--- src/rtl/phase_step_seq.sv ---
module phase_step_seq #(
  parameter int POS_W   = 10,
  parameter int REQ_W   = 10,
  parameter int LIMIT   = 255,
  parameter int TIMEOUT = 1024
) (
  input  logic             clk,
  input  logic             rst_n,
  input  logic             req_valid,
  input  logic [REQ_W-1:0] req_steps,
  output logic             ps_en,
  output logic             ps_inc,
  input  logic             ps_done,
  input  logic             ps_ovf,
  output logic             busy,
  output logic             done,
  output logic [POS_W-1:0] position,
  output logic             clamped,
  output logic             saturated,
  output logic             timeout_err
);
  localparam int TMO_W = $clog2(TIMEOUT + 1);
  localparam logic signed [POS_W-1:0] LIM_P = POS_W'(LIMIT);
  localparam logic signed [POS_W-1:0] LIM_N = -LIM_P;
  localparam logic signed [POS_W-1:0] ONE   = POS_W'(1);

  typedef enum logic [1:0] {S_IDLE, S_ISSUE, S_WAIT} st_t;

  st_t                     st;
  logic [REQ_W-1:0]        remain;
  logic                    dir, sat_dir, ovf_seen;
  logic [TMO_W-1:0]        tmo;
  logic signed [POS_W-1:0] pos;

  wire             req_neg   = req_steps[REQ_W-1];
  wire [REQ_W-1:0] req_mag   = req_neg ? -req_steps : req_steps;
  wire             at_limit  = dir ? (pos >= LIM_P) : (pos <= LIM_N);
  wire             sat_block = saturated && (sat_dir == dir);

  assign busy     = (st != S_IDLE);
  assign ps_inc   = dir;
  assign position = pos;

  always_ff @(posedge clk or negedge rst_n) begin
    if (!rst_n) begin
      st          <= S_IDLE;
      remain      <= '0;
      dir         <= 1'b1;
      sat_dir     <= 1'b1;
      ovf_seen    <= 1'b0;
      tmo         <= '0;
      pos         <= '0;
      ps_en       <= 1'b0;
      done        <= 1'b0;
      clamped     <= 1'b0;
      saturated   <= 1'b0;
      timeout_err <= 1'b0;
    end else begin
      ps_en <= 1'b0;
      done  <= 1'b0;
      case (st)
        S_IDLE: if (req_valid) begin
          clamped     <= 1'b0;
          timeout_err <= 1'b0;
          if (req_steps == '0) begin
            done <= 1'b1;
          end else begin
            remain <= req_mag;
            dir    <= !req_neg;
            st     <= S_ISSUE;
          end
        end
        S_ISSUE: begin
          if (remain == '0 || sat_block) begin
            done <= 1'b1;
            st   <= S_IDLE;
          end else if (at_limit) begin
            clamped <= 1'b1;
            done    <= 1'b1;
            st      <= S_IDLE;
          end else begin
            ps_en    <= 1'b1;
            tmo      <= '0;
            ovf_seen <= 1'b0;
            st       <= S_WAIT;
          end
        end
        S_WAIT: begin
          if (ps_done) begin
            pos    <= dir ? pos + ONE : pos - ONE;
            remain <= remain - 1'b1;
            st     <= S_ISSUE;
            if (ovf_seen || ps_ovf) begin
              saturated <= 1'b1;
              sat_dir   <= dir;
            end else if (sat_dir != dir) begin
              saturated <= 1'b0;
            end
          end else begin
            if (ps_ovf) ovf_seen <= 1'b1;
            if (tmo == TMO_W'(TIMEOUT - 1)) begin
              timeout_err <= 1'b1;
              done        <= 1'b1;
              st          <= S_IDLE;
            end else begin
              tmo <= tmo + 1'b1;
            end
          end
        end
        default: st <= S_IDLE;
      endcase
    end
  end
endmodule

--- config.mk ---
export PLATFORM = sky130hd
export DESIGN_NAME = phase_step_seq
export DESIGN_NICKNAME = d
export VERILOG_FILES = /design/src/rtl/phase_step_seq.sv
export SDC_FILE = /design/constraint.sdc
export NUM_CORES = 1
export LEC_CHECK = 0
export BUFFER_PORTS_ARGS = -buffer_cell sky130_fd_sc_hd__buf_4
export CAP_MARGIN = 30
export CORE_MARGIN = 8
export CORE_UTILIZATION = 58
export CTS_CLUSTER_DIAMETER = 150
export DETAILED_ROUTE_END_ITERATION = 6
export PLACE_DENSITY = 0.89
export SYNTH_ARGS = -nofsm -noshare
export SYNTH_HDL_FRONTEND = slang
export SYNTH_SLANG_ARGS = --single-unit
--- constraint.sdc ---
create_clock -name clk -period 2.7 [get_ports clk]
set_input_delay 0.54 -clock clk [delete_from_list [all_inputs] [get_ports clk]]
set_output_delay 0.54 -clock clk [all_outputs]
set_load 0.02 [all_outputs]
Word-level counts from Yosys, hierarchy flattened

Cells that the tools add are included.
Widths: inputs -> output; s select.

Register bits after elaboration: 41
Input bits: 15
Logic and storage cells: 101

$add $sub $neg: 5
$lt $le $gt $ge: 2
Eq/ne operators: 16
Muxes and demuxes: 43
Bitwise operators: 1
Reductions and logical operators: 22

Operators with widths:

| kind                  | number |
|---|---|
| $mux 10               | 5 |
| $mux 11               | 4 |
| $pmux 11 s2           | 1 |
| $mux 1                | 21 |
| $logic_not 10->1      | 2 |
| $ne 2x2->1 const B    | 10 |
| $pmux 10 s2           | 1 |
| $mux 2                | 6 |
| $reduce_and 3->1      | 4 |
| $reduce_and 4->1      | 3 |
| $add 11x1->11 const B | 1 |
| $eq 11x10->1 const B  | 1 |
| $add 10x2->10 const B | 1 |
| $ge 10x9->1 const B   | 1 |
| $le 10x9->1 const B   | 1 |
| $neg 10->10           | 1 |
| $reduce_and 5->1      | 2 |
| $reduce_bool 2->1     | 5 |
| $sub 10x1->10 const B | 1 |
| $sub 10x2->10 const B | 1 |
| $pmux 1 s2            | 3 |
| $pmux 2 s3            | 1 |
| $ne 3x3->1 const B    | 1 |
| $pmux 1 s3            | 1 |
| 10 further kinds      | 11 |

Logic depth before layout (Yosys ltp)

Gate-level depths: netlist of the first run.

Word-level depth: 5
Gate-level depth with buffers: 8
Depth with buffers taken out: 7

Least setup slack after synthesis of the first run

No wires, ideal clock.

Path kind: reg2reg
From: reg dir, in the netlist ps_inc
To: reg pos[9], in the netlist position[9]
Data arrival time: 2281 ps
Required time: 2566 ps
Path slack: 286 ps
Cell stages (with the launch flop): 9
Buffers on the path: 1
Period minus slack after synthesis: 2414 ps
Cells stage by stage: dfstp_2 > buf_2 > inv_1 > ha_1 > a211oi_1 > o21ai_0 > a2111o_1 > nand4_1 > o41ai_1

Longest elaborated chain between the ends: 1

RTL lines:

| element                | RTL line | source |
|---|---|---|
| start, declared        | 31       | `logic dir, sat_dir, ovf_seen;` |
| start signal, assigned | 69       | `dir <= !req_neg;` |
| $mux 10                | 90       | `pos <= dir ? pos + ONE : pos - ONE;` |
| end signal, assigned   | 90       |  |
| end, declared          | 33       | `logic signed [POS_W-1:0] pos;` |

No other way between the ends.
A chain may end at the register's enable or synchronous reset.

Worst setup path after layout of the first run

Ends and elaborated chain as after synthesis.

==> results of run 1 <==
[stage by stage]
step / setup slack [ns] / power [uW] / hold slack (ns) / cells
CTS: 0.280 / 3320 / 0.219 / 388
global placement: 0.375 / 2830 / 0.468 / 380
detailed placement: 0.308 / 2910 / 0.490 / 380
floorplan: 0.286 / 2410 / 0.244 / 302
global route: 0.0851 / 3600 / 0.244 / 389
finish: 0.248 / 3320 / 0.193 / 389
[cell usage after synthesis, types with 4 or more instances]
library cell / n / area share
inv_1: 8 / 0.011
nor4_1: 5 / 0.012
o21ai_1: 6 / 0.011
nor2_2: 9 / 0.021
nor3_1: 17 / 0.031
nand2b_1: 4 / 0.0092
nand2_1: 30 / 0.042
xor2_1: 4 / 0.013
dfrtp_1: 39 / 0.36
a21oi_1: 19 / 0.035
clkbuf_1: 5 / 0.0069
ha_1: 11 / 0.051
xnor2_1: 16 / 0.052
buf_2: 4 / 0.0074
nor2_1: 23 / 0.032
nand3_1: 7 / 0.013
o21ai_0: 26 / 0.048
nand4_1: 5 / 0.012
[critical path: cells and delay by family, from the launching register on]
| family | cells | cell delay [ns] |
|---|---|---|
| fa+ha+maj | 1 | 0.39 |
| compound gates | 4 | 1.13 |
| simple gates | 1 | 0.07 |
| buf+inv | 1 | 0.21 |
| flops | 1 | 0.54 |
[power groups by stage]
stage	clock network [uW]	logic [uW]	registers [uW]
2_1_floorplan	0	1270	1140
3_3_place_gp	0	1750	1090
5_1_grt	439	2030	1130
6_report	401	1830	1090
4_1_cts	412	1820	1090
3_5_place_dp	0	1810	1100
[how the worst min path moves through the flow]
| stage | from | to | slack, ns |
|---|---|---|---|
| 2_1_floorplan | rst_n | clamped | 0.24 |
| 3_3_place_gp | ovf_seen | ovf_seen | 0.47 |
| 3_5_place_dp | sat_dir | sat_dir | 0.49 |
| 4_1_cts | rst_n | position[5] | 0.22 |
| 5_1_grt | rst_n | position[5] | 0.24 |
| 6_report | rst_n | position[5] | 0.19 |
[layer usage]
layer / vias to the layer above / global-route usage / share of wire
met5: - / 0 / 0
met4: 0 / 0.0848 / 0.020
met3: 12 / 0.0397 / 0.057
met2: 76 / 0.285 / 0.50
met1: 1159 / 0.214 / 0.43
li1: 1176 / - / -
[cell families (layout without fill, tap and decap cells)]
kind of cell	count (synthesis)	count (layout)	synth area share
AOI/OAI and AO/OA	90	90	0.228
xor gates and xnor gates	20	20	0.0647
and+or+nand+nor	117	117	0.226
muxes	2	2	0.00786
adders and majority gates	12	12	0.0582
DFF	41	41	0.380
buffers and inverters	20	53	0.0351
[cell type report]
class	instances	area [um2]
clock buffers	5	68.8
clock inverters	3	17.5
fillers	374	1530
inverters	9	33.8
multi-input cells	241	1580
flip-flops and latches	41	1030
well taps	54	67.6
repair buffers	36	270
[flip-flops by register name, summed over array words and instances (netlist names)]
signal,cells
clamped,1
remain,10
sat_dir,1
done,1
tmo,11
saturated,1
ps_en,1
position,10
st,2
ovf_seen,1
ps_inc,1
timeout_err,1
==> flow_metrics.py, run 1 <==
metrics = {
    "outcome": {
        "status": "finished, final reports clean",
    },
    "power": {
        "worst_ir_drop_vdd_v": 0.000418,
        "swShare": 0.463,
        "switchingPower_uw": 1540,
        "p_clk_frac": 0.121,
        "p_per_area_nw_per_um2": 1080,
        "internal-power_uw": 1790,
        "comb_power_share": 0.551,
        "pwr-share-seq": 0.328,
        "power_leakage_uw": 0.00130,
    },
    "clocking": {
        "cts_htree_levels": 2,
        "cts_tree": "yes",
        "post_cts_resized": 0,
        "cts_buffers": 5,
        "clk_pin_slew_ns": 0.09,
        "clockBufferDepth": 2,
        "cts.sinks": 41,
        "clk_latency_ns": 0.30,
        "cts_setup_buffers": 0,
        "root_buffer": "clkbuf_8",
        "holdBufCountCts": 0,
    },
    "setup_path": {
        "worstPathMaxFanout": 12,
        "slowest_delay_ns": 0.54,
        "rr_endpoint": "position[9]",
        "cp.required_ns": 2.88,
        "crit_chain": "inv_1, ha_1, a211oi_1, o21ai_0, a21oi_1, nor3_1, o41ai_1",
        "path_class": "flip-flop to flip-flop",
        "cp-endpoint": "position[9]",
        "r2r.worst_path.cells": 7,
        "cp-end-kind": "flip-flop",
        "setup.worst_path.start": "ps_inc",
        "crit_path_top_delay_cell": "dfstp_2",
        "cp.arrival_ns": 2.64,
        "ff2ff_setup_slack_ns": 0.25,
        "critPathLaunchType": "flip-flop",
        "worstReg2RegStart": "ps_inc",
    },
    "routing": {
        "totalWireLength_mm": 6.06,
        "post-route-drc-count": 0,
        "drtIter0Drc": 138,
        "via_count": 2423,
        "postRouteAntennaNets": 0,
        "wl_per_cell_um": 15.6,
        "viasPerCell": 6.23,
        "drtPass1Iterations": 4,
    },
    "timing": {
        "worstMarginPinSlew_ns": 0.605,
        "finalHoldViolCount": 0,
        "period_share": 0.908,
        "drv_slew": 0,
        "maxSlewHeadroom": 0.594,
        "period_minus_slack_ns": 2.45,
        "fmax_mhz": 408,
        "setup_tns_ns": 0,
        "rsz0062_at_grt": "false",
        "finalSetupViolations": 0,
        "finClkSkew_ns": 0.00833,
    },
    "global_routing": {
        "grt_max_degree": 42,
        "grt_pass1_wl_mm": 10.5,
        "antenna_found_initial": 0,
        "overflow": 0,
        "grt_pass1_vias": 2349,
        "track_usage": 0.176,
    },
    "synth": {
        "synthesis.nets": 329,
        "syn-instance-count": 302,
        "ys.flop_type": "dfrtp_1",
        "ys_types": 58,
        "yosysSeqAreaShare": 0.380,
        "syn_avg_cell_area_um2": 8.97,
        "synth_seq_cells": 41,
        "yosys_warnings": 0,
        "synthesis.area_um2": 2710,
        "async_flop_share": 1.00,
        "synth_edf_count": 0,
    },
    "job": {
        "drv_cap": 0,
    },
    "die": {
        "core_area_um2": 4600,
        "dieArea_um2": 7110,
        "design.portCount": 32,
        "rows": 25,
        "die_height_um": 84.3,
        "die_w_um": 84.3,
        "initial_core_util": 0.589,
    },
    "layout": {
        "syn2layout_area_growth_pct": 13.4,
        "nets": 361,
        "diodes": 0,
        "drive_above_1_share": 0.209,
        "final_util": 0.668,
        "finalInstanceArea_um2": 3070,
        "final_cell_mix": "39 x dfrtp_1, 36 x buf_4, 30 x nand2_1",
        "final_common_cell": "dfrtp_1",
    },
    "min_path": {
        "hp-class": "input pin to async pin",
    },
    "placement": {
        "hpwl_mm": 4.45,
        "io_buffers": 31,
        "routabilityCongestion": 0.881,
        "dpl_cell_area_um2": 2980,
    },
}
Power figures use the tool's default switching activity.
==> run 2, diff against run 1 <==
--- a/config.mk
+++ b/config.mk
@@ -8,10 +8,10 @@
 export BUFFER_PORTS_ARGS = -buffer_cell sky130_fd_sc_hd__buf_4
 export CAP_MARGIN = 30
 export CORE_MARGIN = 8
-export CORE_UTILIZATION = 58
+export CORE_UTILIZATION = 63
 export CTS_CLUSTER_DIAMETER = 150
 export DETAILED_ROUTE_END_ITERATION = 6
-export PLACE_DENSITY = 0.89
+export PLACE_DENSITY = 0.95
 export SYNTH_ARGS = -nofsm -noshare
 export SYNTH_HDL_FRONTEND = slang
 export SYNTH_SLANG_ARGS = --single-unit
==> constraint.sdc (replaced) <==
create_clock -name clk -period 2.9 [get_ports clk]
set_input_delay 0.58 -clock clk [delete_from_list [all_inputs] [get_ports clk]]
set_output_delay 0.58 -clock clk [all_outputs]
set_load 0.02 [all_outputs]
==> run 2 against run 1 <==
Effect of this change: power fell by 7.2%; die area is 6.5% lower; count of clock-buffer cells in the layout up 1; first-iteration DRC count grew 3.6%; clock skew shrank 0.00052 ns; fmax decreased by 4.4%; non-clock buffer count down 2; core utilization rose by 5.2 points; final cell count decreased by 1.0%; global-route usage up 2.8 points; largest power group unchanged.
==> flow_metrics.py, run 2 (synthesis results as in run 1) <==
metrics = {
    "setup_path": {
        "cp.arrival_ns": 2.75,
        "critPathLaunchType": "flip-flop",
        "path_class": "flip-flop to flip-flop",
        "cp-end-kind": "flip-flop",
        "critPathTopFamily": "compound AO/OA/AOI/OAI gates",
        "cp.required_ns": 3.09,
        "worstPathMaxFanout": 12,
        "rr_endpoint": "position[9]",
        "worstReg2RegStart": "ps_inc",
        "r2r.worst_path.cells": 7,
        "crit_path_top_delay_cell": "dfstp_2",
        "slowest_delay_ns": 0.64,
        "crit_chain": "inv_1, ha_1, a211oi_1, o21ai_0, a21oi_1, nor3_1, o41ai_1",
        "path_buf_inv": 1,
        "ff2ff_setup_slack_ns": 0.34,
    },
    "power": {
        "power_leakage_uw": 0.00130,
        "p_per_area_nw_per_um2": 1010,
        "internal-power_uw": 1650,
        "comb_power_share": 0.546,
        "switchingPower_uw": 1430,
        "p_clk_frac": 0.119,
        "swShare": 0.464,
        "pwr-share-seq": 0.335,
        "worst_ir_drop_vdd_v": 0.000442,
    },
    "die": {
        "core_area_um2": 4230,
        "die_height_um": 81.6,
        "design.portCount": 32,
        "die_w_um": 81.6,
        "rows": 24,
        "initial_core_util": 0.639,
        "dieArea_um2": 6650,
    },
    "placement": {
        "dp_cells": 377,
        "routabilityCongestion": 0.916,
        "hpwl_mm": 4.60,
        "io_buffers": 31,
    },
    "layout": {
        "final_common_cell": "dfrtp_1",
        "drive_above_1_share": 0.201,
        "nFillCells": 304,
        "ff_latch_area_um2": 1030,
        "diodes": 0,
        "largest_reg_flops": 11,
        "multiInputGateArea_um2": 1580,
        "final_cell_mix": "39 x dfrtp_1, 34 x buf_4, 30 x nand2_1",
        "nets": 359,
        "finalNonFillerCells": 385,
        "regMostFlops": "tmo",
        "final_util": 0.720,
        "syn2layout_area_growth_pct": 12.6,
    },
    "min_path": {
        "hp-class": "input pin to async pin",
    },
    "timing": {
        "finalHoldViolCount": 0,
        "rsz0062_at_grt": "false",
        "maxSlewHeadroom": 0.484,
        "period_share": 0.884,
        "drv_slew": 0,
        "fmax_mhz": 390,
        "period_minus_slack_ns": 2.56,
        "worstMarginPinSlew_ns": 0.769,
        "finClkSkew_ns": 0.00781,
        "setup_tns_ns": 0,
        "finalSetupViolations": 0,
    },
    "global_routing": {
        "grt_pass1_wl_mm": 10.7,
        "antenna_found_initial": 0,
        "overflow": 0,
        "grt_max_degree": 42,
        "track_usage": 0.204,
        "grt_pass1_vias": 2362,
    },
    "clocking": {
        "post_cts_resized": 0,
        "cts_tree": "yes",
        "cts_buffers": 5,
        "cts_htree_levels": 2,
        "clk_pin_slew_ns": 0.08,
        "cts.sinks": 41,
        "root_buffer": "clkbuf_8",
        "cts_setup_buffers": 0,
        "clk_latency_ns": 0.30,
        "clockBufferDepth": 2,
        "holdBufCountCts": 0,
    },
    "routing": {
        "via_count": 2374,
        "postRouteAntennaNets": 0,
        "wl_per_cell_um": 15.9,
        "drtPass1Iterations": 4,
        "drtIter0Drc": 143,
        "viasPerCell": 6.17,
        "totalWireLength_mm": 6.12,
        "post-route-drc-count": 0,
    },
    "outcome": {
        "status": "finished, final reports clean",
    },
    "job": {
        "drv_cap": 0,
    },
}
[run 2: cell types whose count changed in the layout (fill, tap and decap cells not counted), sizes merged]
cell      change
clkbuf        +1
buf           -2
clkinvlp      -1
[run 2: worst reg2reg max path, cell delays in order (launching register included)]
cell	delay (ns)
dfstp_2	0.64
inv_1	0.26
ha_1	0.39
a211oi_1	0.30
o21ai_0	0.24
a21oi_1	0.24
nor3_1	0.07
o41ai_1	0.32
[run 2: per-layer routing]
layer / GRT usage / vias up / wire (um)
met2: 0.337 / 48 / 3010
met4: 0.0821 / 0 / 91
li1: - / 1167 / -
met3: 0.0383 / 10 / 288
met5: 0 / - / 0
met1: 0.257 / 1149 / 2730
[run 2: cell type report]
| class | instances | share of cell area |
|---|---|---|
| multi-input cells | 241 | 0.519 |
| clock buffers | 6 | 0.0238 |
| well taps | 52 | 0.0213 |
| clock inverters | 2 | 0.00328 |
| repair buffers | 34 | 0.0837 |
| flip-flops and latches | 41 | 0.337 |
| inverters | 9 | 0.0111 |
[run 2: through the flow]
stage / total power (uW) / setup WS, ns / hold WS, ns / area (um2)
final: 3090 / 0.336 / 0.233 / 3050
after CTS: 3080 / 0.364 / 0.263 / 3050
after floorplan: 2250 / 0.486 / 0.284 / 2710
after global placement: 2640 / 0.483 / 0.468 / 2970
after detailed placement: 2710 / 0.404 / 0.491 / 2970
after global routing: 3360 / 0.114 / 0.295 / 3050
[run 2: how the worst max path moves through the flow]
stage / start / to / cells after the start
after detailed placement: ps_inc / position[9] / 7
after global placement: ps_inc / position[9] / 7
after floorplan: ps_inc / position[9] / 8
after global routing: ps_inc / position[9] / 7
after CTS: ps_inc / position[9] / 7
final: ps_inc / position[9] / 7
[run 2: power by group through the flow]
| stage | registers, uW | logic (uW) | clock network [uW] |
|---|---|---|---|
| final | 1030 | 1680 | 367 |
| after global routing | 1070 | 1890 | 394 |
| after CTS | 1030 | 1680 | 371 |
| after detailed placement | 1040 | 1670 | 0 |
| after global placement | 1020 | 1620 | 0 |
| after floorplan | 1060 | 1180 | 0 |
